$ cat src/rtl/tcv_pkg.sv
package tcv_pkg;
  localparam int DW     = 32;
  localparam int CODE_W = 12;
  localparam int GE_W   = 10;
  localparam int SL_W   = 6;
  localparam int DG_W   = 6;
  localparam int VTS_W  = 9;
  localparam int N_SENS = 5;

  localparam logic [DW-1:0]        NUM0       = 32'd1627604160;
  localparam logic [DW-1:0]        SLOPE_BASE = 32'd165;
  localparam logic [DW-1:0]        GAIN_BASE  = 32'd10000;
  localparam logic [DW-1:0]        DEGC_SCALE = 32'd500;
  localparam logic [DW-1:0]        VOFF       = 32'd3350;
  localparam logic signed [DW-1:0] HOT_LIM    = 32'sd200000;
  localparam logic signed [DW-1:0] MIN_T      = 32'sh8000_0000;

  typedef enum logic [1:0] {S_IDLE, S_DIV1, S_DIV2, S_MUL} tcv_state_t;

  typedef struct packed {
    logic [GE_W-1:0]               gain;
    logic [SL_W-1:0]               slope;
    logic [DG_W-1:0]               degc;
    logic [N_SENS-1:0][VTS_W-1:0]  vts;
  } tcv_cal_t;

  // number of sensing points used by a bank
  function automatic logic [2:0] pt_count(input logic [1:0] b);
    case (b)
      2'd0, 2'd1: pt_count = 3'd2;
      2'd2:       pt_count = 3'd3;
      default:    pt_count = 3'd1;
    endcase
  endfunction

  // zero-based sensor id feeding point p of bank b
  function automatic logic [2:0] pt_sensor(input logic [1:0] b, input logic [1:0] p);
    pt_sensor = 3'd1;
    case (b)
      2'd0: if (p == 2'd1) pt_sensor = 3'd2;
      2'd1: if (p == 2'd1) pt_sensor = 3'd3;
      2'd2: pt_sensor = (p == 2'd0) ? 3'd0 : (p == 2'd1) ? 3'd1 : 3'd4;
      default: pt_sensor = 3'd1;
    endcase
  endfunction
endpackage

$ cat src/rtl/tcv_fuse.sv
module tcv_fuse import tcv_pkg::*; #(
  parameter int DEF_GAIN  = 0,
  parameter int DEF_SLOPE = 0,
  parameter int DEF_DEGC  = 50,
  parameter int DEF_VTS   = 260
) (
  input  logic [31:0] w0_i,
  input  logic [31:0] w1_i,
  input  logic [31:0] w2_i,
  output tcv_cal_t    cal_o
);
  logic fuse_unused;
  assign fuse_unused = ^{w1_i[21:9], w2_i[13:0]};

  always_comb begin
    if (w0_i[0]) begin
      cal_o.gain   = w1_i[31:22];
      cal_o.slope  = w0_i[31:26];
      cal_o.degc   = w0_i[6:1];
      cal_o.vts[0] = w0_i[25:17];
      cal_o.vts[1] = w0_i[16:8];
      cal_o.vts[2] = w1_i[8:0];
      cal_o.vts[3] = w2_i[31:23];
      cal_o.vts[4] = w2_i[22:14];
    end else begin
      cal_o.gain  = GE_W'(DEF_GAIN);
      cal_o.slope = SL_W'(DEF_SLOPE);
      cal_o.degc  = DG_W'(DEF_DEGC);
      for (int s = 0; s < N_SENS; s++) cal_o.vts[s] = VTS_W'(DEF_VTS);
    end
  end
endmodule

$ cat src/rtl/tcv_div.sv
module tcv_div #(
  parameter int W = 32
) (
  input  logic         clk,
  input  logic         rst_n,
  input  logic         start_i,
  input  logic [W-1:0] num_i,
  input  logic [W-1:0] den_i,
  output logic [W-1:0] quot_o,
  output logic         done_o
);
  localparam int CW = $clog2(W + 1);

  logic [W-1:0]  rem_q, rem_d, quo_q, quo_d, den_q;
  logic [CW-1:0] cnt_q, cnt_d;
  logic          done_q;
  logic [W:0]    shifted, trial;
  logic          fits;

  always_comb begin
    shifted = {rem_q, quo_q[W-1]};
    trial   = shifted - {1'b0, den_q};
    fits    = ~trial[W];
    rem_d   = rem_q;
    quo_d   = quo_q;
    cnt_d   = cnt_q;
    if (start_i) begin
      rem_d = '0;
      quo_d = num_i;
      cnt_d = CW'(W);
    end else if (cnt_q != '0) begin
      rem_d = fits ? trial[W-1:0] : shifted[W-1:0];
      quo_d = {quo_q[W-2:0], fits};
      cnt_d = cnt_q - CW'(1);
    end
  end

  always_ff @(posedge clk or negedge rst_n) begin
    if (!rst_n) begin
      rem_q  <= '0;
      quo_q  <= '0;
      den_q  <= '0;
      cnt_q  <= '0;
      done_q <= 1'b0;
    end else begin
      rem_q  <= rem_d;
      quo_q  <= quo_d;
      cnt_q  <= cnt_d;
      if (start_i) den_q <= den_i;
      done_q <= !start_i && (cnt_q == CW'(1));
    end
  end

  assign quot_o = quo_q;
  assign done_o = done_q;


  div_launch_idle_chk: assert property (@(posedge clk) disable iff (!rst_n)
    start_i |-> (cnt_q == '0));
endmodule

$ cat src/rtl/tcv_mul.sv
module tcv_mul #(
  parameter int W = 32
) (
  input  logic         clk,
  input  logic         rst_n,
  input  logic         start_i,
  input  logic [W-1:0] a_i,
  input  logic [W-1:0] b_i,
  output logic [W-1:0] prod_o,
  output logic         done_o
);
  localparam int CW = $clog2(W + 1);

  logic [W-1:0]  a_q, a_d, b_q, b_d, acc_q, acc_d;
  logic [CW-1:0] cnt_q, cnt_d;
  logic          done_q;

  always_comb begin
    a_d   = a_q;
    b_d   = b_q;
    acc_d = acc_q;
    cnt_d = cnt_q;
    if (start_i) begin
      a_d   = a_i;
      b_d   = b_i;
      acc_d = '0;
      cnt_d = CW'(W);
    end else if (cnt_q != '0) begin
      acc_d = b_q[0] ? acc_q + a_q : acc_q;
      a_d   = {a_q[W-2:0], 1'b0};
      b_d   = {1'b0, b_q[W-1:1]};
      cnt_d = cnt_q - CW'(1);
    end
  end

  always_ff @(posedge clk or negedge rst_n) begin
    if (!rst_n) begin
      a_q    <= '0;
      b_q    <= '0;
      acc_q  <= '0;
      cnt_q  <= '0;
      done_q <= 1'b0;
    end else begin
      a_q    <= a_d;
      b_q    <= b_d;
      acc_q  <= acc_d;
      cnt_q  <= cnt_d;
      done_q <= !start_i && (cnt_q == CW'(1));
    end
  end

  assign prod_o = acc_q;
  assign done_o = done_q;


  mul_launch_idle_chk: assert property (@(posedge clk) disable iff (!rst_n)
    start_i |-> (cnt_q == '0));
endmodule

$ cat src/rtl/tcv_bank_max.sv
module tcv_bank_max import tcv_pkg::*; #(
  parameter int RAW_W     = 16,
  parameter int N_PT      = 4,
  parameter int DEF_GAIN  = 0,
  parameter int DEF_SLOPE = 0,
  parameter int DEF_DEGC  = 50,
  parameter int DEF_VTS   = 260
) (
  input  logic                  clk,
  input  logic                  rst_n,
  input  logic                  start_i,
  input  logic [1:0]            bank_i,
  input  logic [N_PT*RAW_W-1:0] raw_i,
  input  logic [31:0]           fuse0_i,
  input  logic [31:0]           fuse1_i,
  input  logic [31:0]           fuse2_i,
  output logic                  busy_o,
  output logic                  done_o,
  output logic [31:0]           temp_o
);
  // reset: asynchronous assertion, synchronous release
  logic [1:0] rs_q;
  logic       rst_sn;
  always_ff @(posedge clk or negedge rst_n) begin
    if (!rst_n) rs_q <= 2'b00;
    else        rs_q <= {rs_q[0], 1'b1};
  end
  assign rst_sn = rs_q[1];

  tcv_cal_t cal_now, cal_q;
  tcv_fuse #(.DEF_GAIN(DEF_GAIN), .DEF_SLOPE(DEF_SLOPE),
             .DEF_DEGC(DEF_DEGC), .DEF_VTS(DEF_VTS)) u_fuse (
    .w0_i(fuse0_i), .w1_i(fuse1_i), .w2_i(fuse2_i), .cal_o(cal_now));

  // codes are cut to their low bits at capture
  logic [N_PT-1:0][CODE_W-1:0] raw_now, raw_q;
  logic [N_PT-1:0]             raw_unused;
  for (genvar p = 0; p < N_PT; p++) begin : g_code
    assign raw_now[p]    = raw_i[p*RAW_W +: CODE_W];
    assign raw_unused[p] = ^raw_i[p*RAW_W+CODE_W +: RAW_W-CODE_W];
  end

  tcv_state_t          state_q, state_d;
  logic [1:0]          bank_q, pt_q, pt_d, launch_pt;
  logic [DW-1:0]       k_q, div_a, div_b, div_q, mul_a, mul_b, mul_p;
  logic signed [DW-1:0] max_q, max_d, res_q;
  logic signed [DW-1:0] prod_sh, base, tval, tclip, best;
  logic                done_q, div_go, div_done, mul_go, mul_done;
  logic                cap_en, k_en, pt_en, max_en, res_en, last;

  tcv_div #(.W(DW)) u_div (.clk(clk), .rst_n(rst_sn), .start_i(div_go),
    .num_i(div_a), .den_i(div_b), .quot_o(div_q), .done_o(div_done));

  tcv_mul #(.W(DW)) u_mul (.clk(clk), .rst_n(rst_sn), .start_i(mul_go),
    .a_i(mul_a), .b_i(mul_b), .prod_o(mul_p), .done_o(mul_done));

  // operands for the next multiply
  always_comb begin
    launch_pt = (state_q == S_MUL) ? pt_q + 2'd1 : 2'd0;
    mul_a = DW'(raw_q[launch_pt]) - DW'(cal_q.vts[pt_sensor(bank_q, launch_pt)]) - VOFF;
    mul_b = (state_q == S_DIV2) ? div_q : k_q;
  end

  // finish a point: shift, offset, hot reject, running max
  always_comb begin
    prod_sh = $signed(mul_p) >>> 3;
    base    = $signed(DW'(cal_q.degc) * DEGC_SCALE);
    tval    = base - prod_sh;
    tclip   = (tval > HOT_LIM) ? '0 : tval;
    best    = (tclip > max_q) ? tclip : max_q;
    last    = ({1'b0, pt_q} == (pt_count(bank_q) - 3'd1));
  end

  always_comb begin
    state_d = state_q;
    div_go = 1'b0; div_a = '0; div_b = '0; mul_go = 1'b0;
    cap_en = 1'b0; k_en = 1'b0; pt_en = 1'b0; pt_d = pt_q;
    max_en = 1'b0; max_d = max_q; res_en = 1'b0;
    case (state_q)
      S_IDLE: if (start_i) begin
        cap_en = 1'b1; div_go = 1'b1;
        div_a = NUM0; div_b = SLOPE_BASE + DW'(cal_now.slope);
        state_d = S_DIV1;
      end
      S_DIV1: if (div_done) begin
        div_go = 1'b1; div_a = div_q; div_b = GAIN_BASE + DW'(cal_q.gain);
        state_d = S_DIV2;
      end
      S_DIV2: if (div_done) begin
        k_en = 1'b1; mul_go = 1'b1; pt_en = 1'b1; pt_d = '0;
        max_en = 1'b1; max_d = MIN_T;
        state_d = S_MUL;
      end
      S_MUL: if (mul_done) begin
        max_en = 1'b1; max_d = best;
        if (last) begin
          res_en = 1'b1; state_d = S_IDLE;
        end else begin
          pt_en = 1'b1; pt_d = pt_q + 2'd1; mul_go = 1'b1;
        end
      end
      default: state_d = S_IDLE;
    endcase
  end

  always_ff @(posedge clk or negedge rst_sn) begin
    if (!rst_sn) begin
      state_q <= S_IDLE;
      bank_q  <= '0;
      raw_q   <= '0;
      cal_q   <= '0;
      k_q     <= '0;
      pt_q    <= '0;
      max_q   <= '0;
      res_q   <= '0;
      done_q  <= 1'b0;
    end else begin
      state_q <= state_d;
      if (cap_en) begin
        bank_q <= bank_i;
        raw_q  <= raw_now;
        cal_q  <= cal_now;
      end
      if (k_en)   k_q   <= div_q;
      if (pt_en)  pt_q  <= pt_d;
      if (max_en) max_q <= max_d;
      if (res_en) res_q <= max_d;
      done_q <= res_en;
    end
  end

  assign busy_o = (state_q != S_IDLE);
  assign done_o = done_q;
  assign temp_o = res_q;


  done_pulse_chk: assert property (@(posedge clk) disable iff (!rst_sn)
    done_o |=> !done_o);

  result_hold_chk: assert property (@(posedge clk) disable iff (!rst_sn)
    !done_o |-> $stable(temp_o));

  hot_cap_chk: assert property (@(posedge clk) disable iff (!rst_sn)
    done_o |-> ($signed(temp_o) <= HOT_LIM));

  busy_ignore_chk: assert property (@(posedge clk) disable iff (!rst_sn)
    (busy_o && start_i) |=> ($stable(bank_q) && $stable(raw_q)));

  back_to_back_chk: assert property (@(posedge clk) disable iff (!rst_sn)
    (done_o && start_i) |=> busy_o);

  mul_in_loop_chk: assert property (@(posedge clk) disable iff (!rst_sn)
    mul_done |-> (state_q == S_MUL));
endmodule

$ cat config.mk
export PLATFORM = sky130hd
export DESIGN_NAME = tcv_bank_max
export DESIGN_NICKNAME = d
export VERILOG_FILES = /design/src/rtl/tcv_pkg.sv /design/src/rtl/tcv_fuse.sv /design/src/rtl/tcv_div.sv /design/src/rtl/tcv_mul.sv /design/src/rtl/tcv_bank_max.sv
export SDC_FILE = /design/constraint.sdc
export NUM_CORES = 1
export LEC_CHECK = 0
export ABC_AREA = 1
export BUFFER_PORTS_ARGS = -buffer_cell sky130_fd_sc_hd__clkbuf_2
export CORE_ASPECT_RATIO = 1.4
export CORE_MARGIN = 2
export CORE_UTILIZATION = 52
export CTS_BUF_LIST = sky130_fd_sc_hd__clkbuf_2
export DETAILED_ROUTE_END_ITERATION = 8
export PLACE_DENSITY = 0.71
export SYNTH_ARGS = -nofsm -noshare
export SYNTH_HDL_FRONTEND = slang
export SYNTH_SLANG_ARGS = --single-unit
$ cat constraint.sdc
create_clock -name clk -period 15.65 [get_ports clk]
set_input_delay 0.7825 -clock clk [delete_from_list [all_inputs] [get_ports clk]]
set_output_delay 0.7825 -clock clk [all_outputs]
set_load 0.05 [all_outputs]
### After elaboration in Yosys (flattened, before gate mapping)

Index checks and enable logic that the tools add are counted.

| word-level totals | value |
|---|---|
| bits in registers | 420 |
| bits of input ports | 165 |
| output and inout port bits | 34 |
| word-level logic and storage cells | 144 |

| operators by class | value |
|---|---|
| add/sub/neg operators | 11 |
| multipliers | 1 |
| magnitude comparators | 4 |
| equality and inequality tests | 16 |
| muxes and demuxes | 63 |
| bitwise operators | 1 |
| reductions and logical operators | 19 |

Operators with widths:

| operator | number |
|---|---|
| 32-bit 2-to-1 mux | 18 |
| 32-bit case mux with 2 select lines | 2 |
| 67-bit 2-to-1 mux | 1 |
| 33-bit by 32-bit subtractor with 33-bit output | 1 |
| 32-bit adder | 1 |
| 32-bit > comparator | 1 |
| 31-bit 2-to-1 mux | 1 |
| 30-bit by 19-bit > comparator with 1-bit output, second input constant | 1 |
| 15-bit case mux with 2 select lines | 1 |
| 16-bit by 29-bit subtractor with 30-bit output | 1 |
| 9-bit binary-select mux with 3-bit select | 1 |
| 12-bit binary-select mux with 2-bit select | 1 |
| 6-bit 2-to-1 mux | 4 |
| 2-bit 2-to-1 mux | 11 |
| 9-bit 2-to-1 mux | 2 |
| 14-bit by 10-bit adder with 15-bit output, first input constant | 1 |
| 15-bit 2-to-1 mux | 1 |
| 13-bit by 13-bit subtractor with 14-bit output, second input constant | 1 |
| 6-bit by 7-bit multiplier with 13-bit output, second input constant | 1 |
| 12-bit by 9-bit subtractor with 13-bit output | 1 |
| 6-bit by 1-bit equality test with 1-bit output, second input constant | 2 |
| 12-bit 2-to-1 mux | 1 |
| 6-bit nonzero test | 2 |
| 6-bit by 1-bit subtractor with 6-bit output, second input constant | 2 |
| 25 further kinds | 56 |

### Longest topological paths before layout

| logic depth | value |
|---|---|
| depth after elaboration | 11 |
| depth in mapped cells | 53 |
| gate-level depth less buffers | 50 |

### Hierarchy

A second synthesis with hierarchy kept.

| unflattened totals | value |
|---|---|
| cells, all modules | 4,246 |
| area, all modules | 28,840.2 um2 |

Modules (own cells, without submodules):

| module | times used | cells an instance | area an instance (um2) | sequential area each (um2) |
|---|---|---|---|---|
| tcv_bank_max | 1 | 2,108 | 14,390.1 | 5,355.1 |
| tcv_div | 1 | 1,051 | 7,213.2 | 2,577.5 |
| tcv_mul | 1 | 946 | 6,691.4 | 2,577.5 |
| tcv_fuse | 1 | 141 | 545.5 | 0.0 |

### Least setup slack after synthesis

No wires, ideal clock.

| timing | value |
|---|---|
| path type | register to register |
| from | register cal_q[47] in the netlist's numbering |
| to | register res_q[17] (netlist: temp_o[17]) |
| library setup time | 0.066 ns |
| arrival time | 6.763 ns |
| required time | 15.584 ns |
| slack | 8.821 ns |
| cell stages (with the launch flop) | 48 |
| path buffers | 3 |
| period minus slack after synthesis | 6.829 ns |
| cells stage by stage | dfrtp_1 -> fa_1 -> inv_1 -> fa_1 -> fa_1 -> inv_1 -> ha_1 -> nand2_1 -> o21ai_0 -> a21oi_1 -> o21ai_0 -> a21o_1 -> a21oi_1 -> xor2_1 -> ha_1 -> nand2_1 -> inv_1 -> nand2_1 -> [... 12 more ...] -> inv_1 -> ha_1 -> a21oi_1 -> o21ai_0 -> nand2_1 -> o211ai_1 -> a21oi_1 -> nand3_1 -> nand2_1 -> nand2_1 -> nor2_1 -> clkinv_1 -> clkbuf_1 -> a21oi_1 -> nand2_1 -> nand2_2 -> nand2_1 -> nand2_1 |

| on the way | value |
|---|---|
| longest elaborated chain between the ends | 8 |

Ends and longest elaborated chain:

| item | RTL line | source |
|---|---|---|
| start, declared | tcv_bank_max.sv:30 | `tcv_cal_t cal_now, cal_q;` |
| start signal, assigned | tcv_bank_max.sv:122 | `cal_q <= cal_now;` |
| 6-bit by 7-bit multiplier with 13-bit output (*) | tcv_bank_max.sv:67 | `base = $signed(DW'(cal_q.degc) * DEGC_SCALE);` |
| 16-bit by 29-bit subtractor with 30-bit output (*) | tcv_bank_max.sv:68 | `tval = base - prod_sh;` |
| 30-bit by 19-bit > comparator with 1-bit output | tcv_bank_max.sv:69 | `tclip = (tval > HOT_LIM) ? '0 : tval;` |
| 32-bit 2-to-1 mux (*) | tcv_bank_max.sv:69 |  |
| 32-bit > comparator | tcv_bank_max.sv:70 | `best = (tclip > max_q) ? tclip : max_q;` |
| 32-bit 2-to-1 mux (*) | tcv_bank_max.sv:70 |  |
| 32-bit 2-to-1 mux (*) | tcv_bank_max.sv:94 | `S_MUL: if (mul_done) begin` |
| 32-bit case mux with 2 select lines (*) | tcv_bank_max.sv:79 | `case (state_q)` |
| end signal, assigned | tcv_bank_max.sv:127 | `if (res_en) res_q <= max_d;` |
| end, declared | tcv_bank_max.sv:46 | `logic signed [DW-1:0] max_q, max_d, res_q;` |

Every way passes the cells marked *; elsewhere a longest branch is shown, timed or not.
A chain may end at the register's enable or synchronous reset.

### Worst setup path in the final report

| timing | value |
|---|---|
| from | register cal_q[47] in the netlist's numbering |
| to | register res_q[30] (netlist: temp_o[30]) |

The elaborated chain is that of the path after synthesis.

==> impl_metrics.yaml <==
grt:
  antenna_found_initial: 2
  gr-total-overflow: 0
  via_count_of_the_first_global_routing_pass: 23400
  first_pass_grt_wire_length_um: 114000
  largest_net_degree_at_the_start_of_global_routing: 130
  gr-usage-all-layers_pct: 28.7
clock_network:
  clock-root-buffer: "sky130_fd_sc_hd__clkbuf_2"
  clock_sinks: 401
  cts_tree: "built"
  cts-root-to-sink-buffers: 3
  worst_setup_hold_path_clk_slew_ns: 0.11
  cts_htree_levels: 3
  number_of_setup_buffers_added_after_cts: 0
  clock_latency_reported_for_the_late_side_of_the_worst_skew_pair_ns: 1.14
  tritoncts_buffer_count: 101
floorplanning:
  initial_utilization_pct: 52.8
  placement_rows: 93
  die_area_um2: 48700
  io-pin-count: 199
  die_w_um: 187
  standard_cell_core_area_um2: 46200
  fp.dieH_um: 260
synth:
  synthDominantCellAreaShare_pct: 41.2
  synth_top_cells_by_area: "sky130_fd_sc_hd__dfrtp_1, sky130_fd_sc_hd__nand2_1, sky130_fd_sc_hd__ha_1, sky130_fd_sc_hd__inv_1, sky130_fd_sc_hd__o21ai_0"
  dominantRegCellSynth: "sky130_fd_sc_hd__dfrtp_1"
  synth-adder-area-share_pct: 8.16
  synth-edff-count: 0
  xor_xnor_portion_of_the_synthesized_cell_area_pct: 2.55
  synth-simple-area-share_pct: 25.5
  syn_area_um2: 24400
  synth_seq_cells: 401
  largest_family_of_logic_cells_by_synthesized_area: "simple AND/OR/NAND/NOR gates"
  post_synth_inst_count: 3296
  post_synth_mux_area_share_pct: 0.0411
  synth_fp_nets: 3611
  yosysTopAreaCell: "sky130_fd_sc_hd__dfrtp_1"
  synth-seq-area-share_pct: 41.2
  avgSynthCellArea_um2: 7.40
  ys_types: 58
  yosysWarnings: 0
  compound_gate_portion_of_the_synthesized_area_pct: 14.1
  asyncSetResetFlopFracSynth_pct: 100
drt:
  detail_route.iter0.violations: 1609
  detail_route.vias_per_cell: 5.46
  detailroute.via_count: 23300
  detail-route-antenna-nets: 0
  final_routed_wire_length_divided_by_cell_count_um: 16.1
  first_pass_iters: 6
  finalWirelength_um: 68700
  drcViolationCount: 0
timing:
  final_min_period_over_clock_period_pct: 57.3
  achievable-frequency_mhz: 112
  grt_setup_unrepaired: "no"
  timing.slew.headroom_pct: 22.0
  fin_tns_setup_ns: 0
  timing_max_transition_violations_final: 0
  report.final.setup_viol: 0
  timing_hold_violations_final: 0
  finalClockSkew_ns: 0.0861
  period_minus_slack_ns: 8.97
  worst-slew-pin-transition_ns: 1.17
power_and_ir_drop:
  p_switching_w: 0.000478
  power_report.internal_total_w: 0.00132
  p_leak_nw: 15.1
  power_switching_share_pct: 26.6
  power.combinational.fraction_pct: 3.9
  total_power_w: 0.00180
  sequentialPowerShare_pct: 57.8
  worst_supply_voltage_drop_on_vdd_v: 0.0000484
  p_clk_share_pct: 38.3
  power_density_nw_per_um2: 64.8
worst_setup_path:
  cp_top_family: "simple AND/OR/NAND/NOR gates"
  worstSetupEndpointType: "register"
  crit_top_cell: "sky130_fd_sc_hd__nand2_1"
  worstPathMaxFanout: 34
  timing.critical_path.arrival_ns: 10.00
  slowest_stage_delay_on_critical_path_ns: 0.81
  critPathSlowestCell: "sky130_fd_sc_hd__clkinv_1"
  critical_path.n_buffers_inverters: 4
  cp-start-kind: "register"
  critPathKind: "register to register"
  timing.critical_path.required_ns: 16.69
placed_design:
  gp_routability_congestion: 0.937
  dp_hpwl_um: 47500
  io_buffer_count: 154
  placed_cells: 3966
  placement.cell_area_um2: 25600
status:
  run_status: "completed"
finish:
  most-common-layout-cells: "sky130_fd_sc_hd__nand2_1, sky130_fd_sc_hd__inv_1, sky130_fd_sc_hd__dfrtp_1"
  instances_no_fill: 4256
  layout.filler_cells: 4242
  nets: 3891
  synthToLayoutAreaGrowth_pct: 13.7
  layout-drive-gt1-share_pct: 10.4
  layout_commonest_cell: "sky130_fd_sc_hd__nand2_1"
  layout.cell_area.non_filler_um2: 27700
hold_path:
  holdCritPathClass: "primary input to register"
run:
  drv_cap: 0
## cells in the mapped netlist, types with 4 or more instances
library cell	n
sky130_fd_sc_hd__nand2_1	1025
sky130_fd_sc_hd__inv_1	404
sky130_fd_sc_hd__dfrtp_1	401
sky130_fd_sc_hd__o21ai_0	253
sky130_fd_sc_hd__nor2_1	223
sky130_fd_sc_hd__nand3_1	203
sky130_fd_sc_hd__a21oi_1	146
sky130_fd_sc_hd__ha_1	135
sky130_fd_sc_hd__clkbuf_1	97
sky130_fd_sc_hd__o211ai_1	56
sky130_fd_sc_hd__o22ai_1	51
sky130_fd_sc_hd__xor2_1	48
sky130_fd_sc_hd__xnor2_1	21
sky130_fd_sc_hd__nor3_1	20
sky130_fd_sc_hd__nand4_1	17
sky130_fd_sc_hd__fa_1	15
sky130_fd_sc_hd__buf_2	13
sky130_fd_sc_hd__o21ai_1	13
sky130_fd_sc_hd__nand2_2	12
sky130_fd_sc_hd__o31ai_1	12
sky130_fd_sc_hd__buf_1	11
sky130_fd_sc_hd__o221ai_1	11
sky130_fd_sc_hd__a22oi_1	10
sky130_fd_sc_hd__inv_2	10
sky130_fd_sc_hd__a31oi_1	9
sky130_fd_sc_hd__or2_2	9
sky130_fd_sc_hd__nor4_1	7
sky130_fd_sc_hd__a21boi_0	5
sky130_fd_sc_hd__o21bai_1	5
sky130_fd_sc_hd__o311ai_0	5
sky130_fd_sc_hd__a21o_1	4
sky130_fd_sc_hd__nand3b_1	4
sky130_fd_sc_hd__nor2_2	4
sky130_fd_sc_hd__o21a_1	4
## final cells by class
cell class	instances	area [um^2]	area share, %
Multi-Input combinational cell	2353	12300	44.4
Sequential cell	401	10000	36.2
Timing Repair Buffer	302	2190	7.91
Inverter	417	1570	5.65
Tap cell	617	772	2.79
Clock buffer	135	676	2.44
Clock inverter	29	156	0.564
Antenna cell	2	5.00	0.0181
## power groups by stage
stage	registers (W)	clock network, W	logic, W
after CTS	0.00104	0.000711	0.0000691
after global placement	0.00106	0	0.0000442
after detailed placement	0.00106	0	0.0000450
after floorplan	0.00107	0	0.00000581
final	0.00104	0.000688	0.0000702
after global routing	0.00104	0.000757	0.0000769
## final timing paths
check | start | end | slack (ns) | cells after the start
hold / removal | fuse0_i[27] | u_div.den_q[1] | 0.20 | 6
setup reg to reg | cal_q[47] | temp_o[30] | 6.68 | 43
setup / recovery | cal_q[47] | temp_o[30] | 6.68 | 43
hold reg to reg | rs_q[1] | cal_q[25] | 0.36 | 0
max in group asynchronous | rs_q[1] | u_mul.prod_o[17] | 12.13 | 3
min in group asynchronous | rs_q[1] | cal_q[25] | 0.36 | 0
## worst reg2reg max path, delay by kind of cell (launching register included)
kind / cells / cell delay (ns)
buf+inv: 4 / 0.99
fa+ha+maj: 6 / 2.65
simple gates: 24 / 2.74
flops: 1 / 0.49
compound gates: 8 / 1.71
xor+xnor: 1 / 0.33
## cells by family after synthesis
family                     after synthesis
and+or+nand+nor                       1533
AOI/OAI and AO/OA                      598
buffers and inverters                  542
DFF                                    401
adders and majority gates              150
xor gates and xnor gates                70
other                                    1
muxes                                    1
## per-stage QoR
step | util [%] | hold WS (ns) | setup slack, ns
floorplan | - | 0.331 | 3.65
global placement | 55.5 | 0.339 | 6.97
detailed placement | 55.5 | 0.337 | 6.76
CTS | 60.0 | 0.0630 | 6.71
global route | 60.0 | 0.191 | 5.90
finish | 60.0 | 0.201 | 6.68
## per-layer routing
metal	global-route usage, %	vias up	wire (um)
met4	17.3	0	3720
met1	32.1	11000	26400
met2	51.9	769	35100
met3	4.10	256	3360
li1	-	11300	-
met5	0	-	0
## registers in the layout (all words and copies together) (netlist names), 6 cells and up
register and count:
u_div.cnt_q 6, k_q 32, u_div.rem_q 32, max_q 32, u_mul.cnt_q 6, u_div.quot_o 32, temp_o 32, cal_q 61
u_mul.b_q 32, raw_q 48, u_mul.a_q 32, u_mul.prod_o 32, u_div.den_q 13
## timing repair
| action | CTS | global route |
|---|---|---|
| resized for setup | 0 | 0 |
| hold buffers | 124 | 0 |
| hold endpoints to repair | 120 | 0 |
Power figures use the tool's default switching activity.
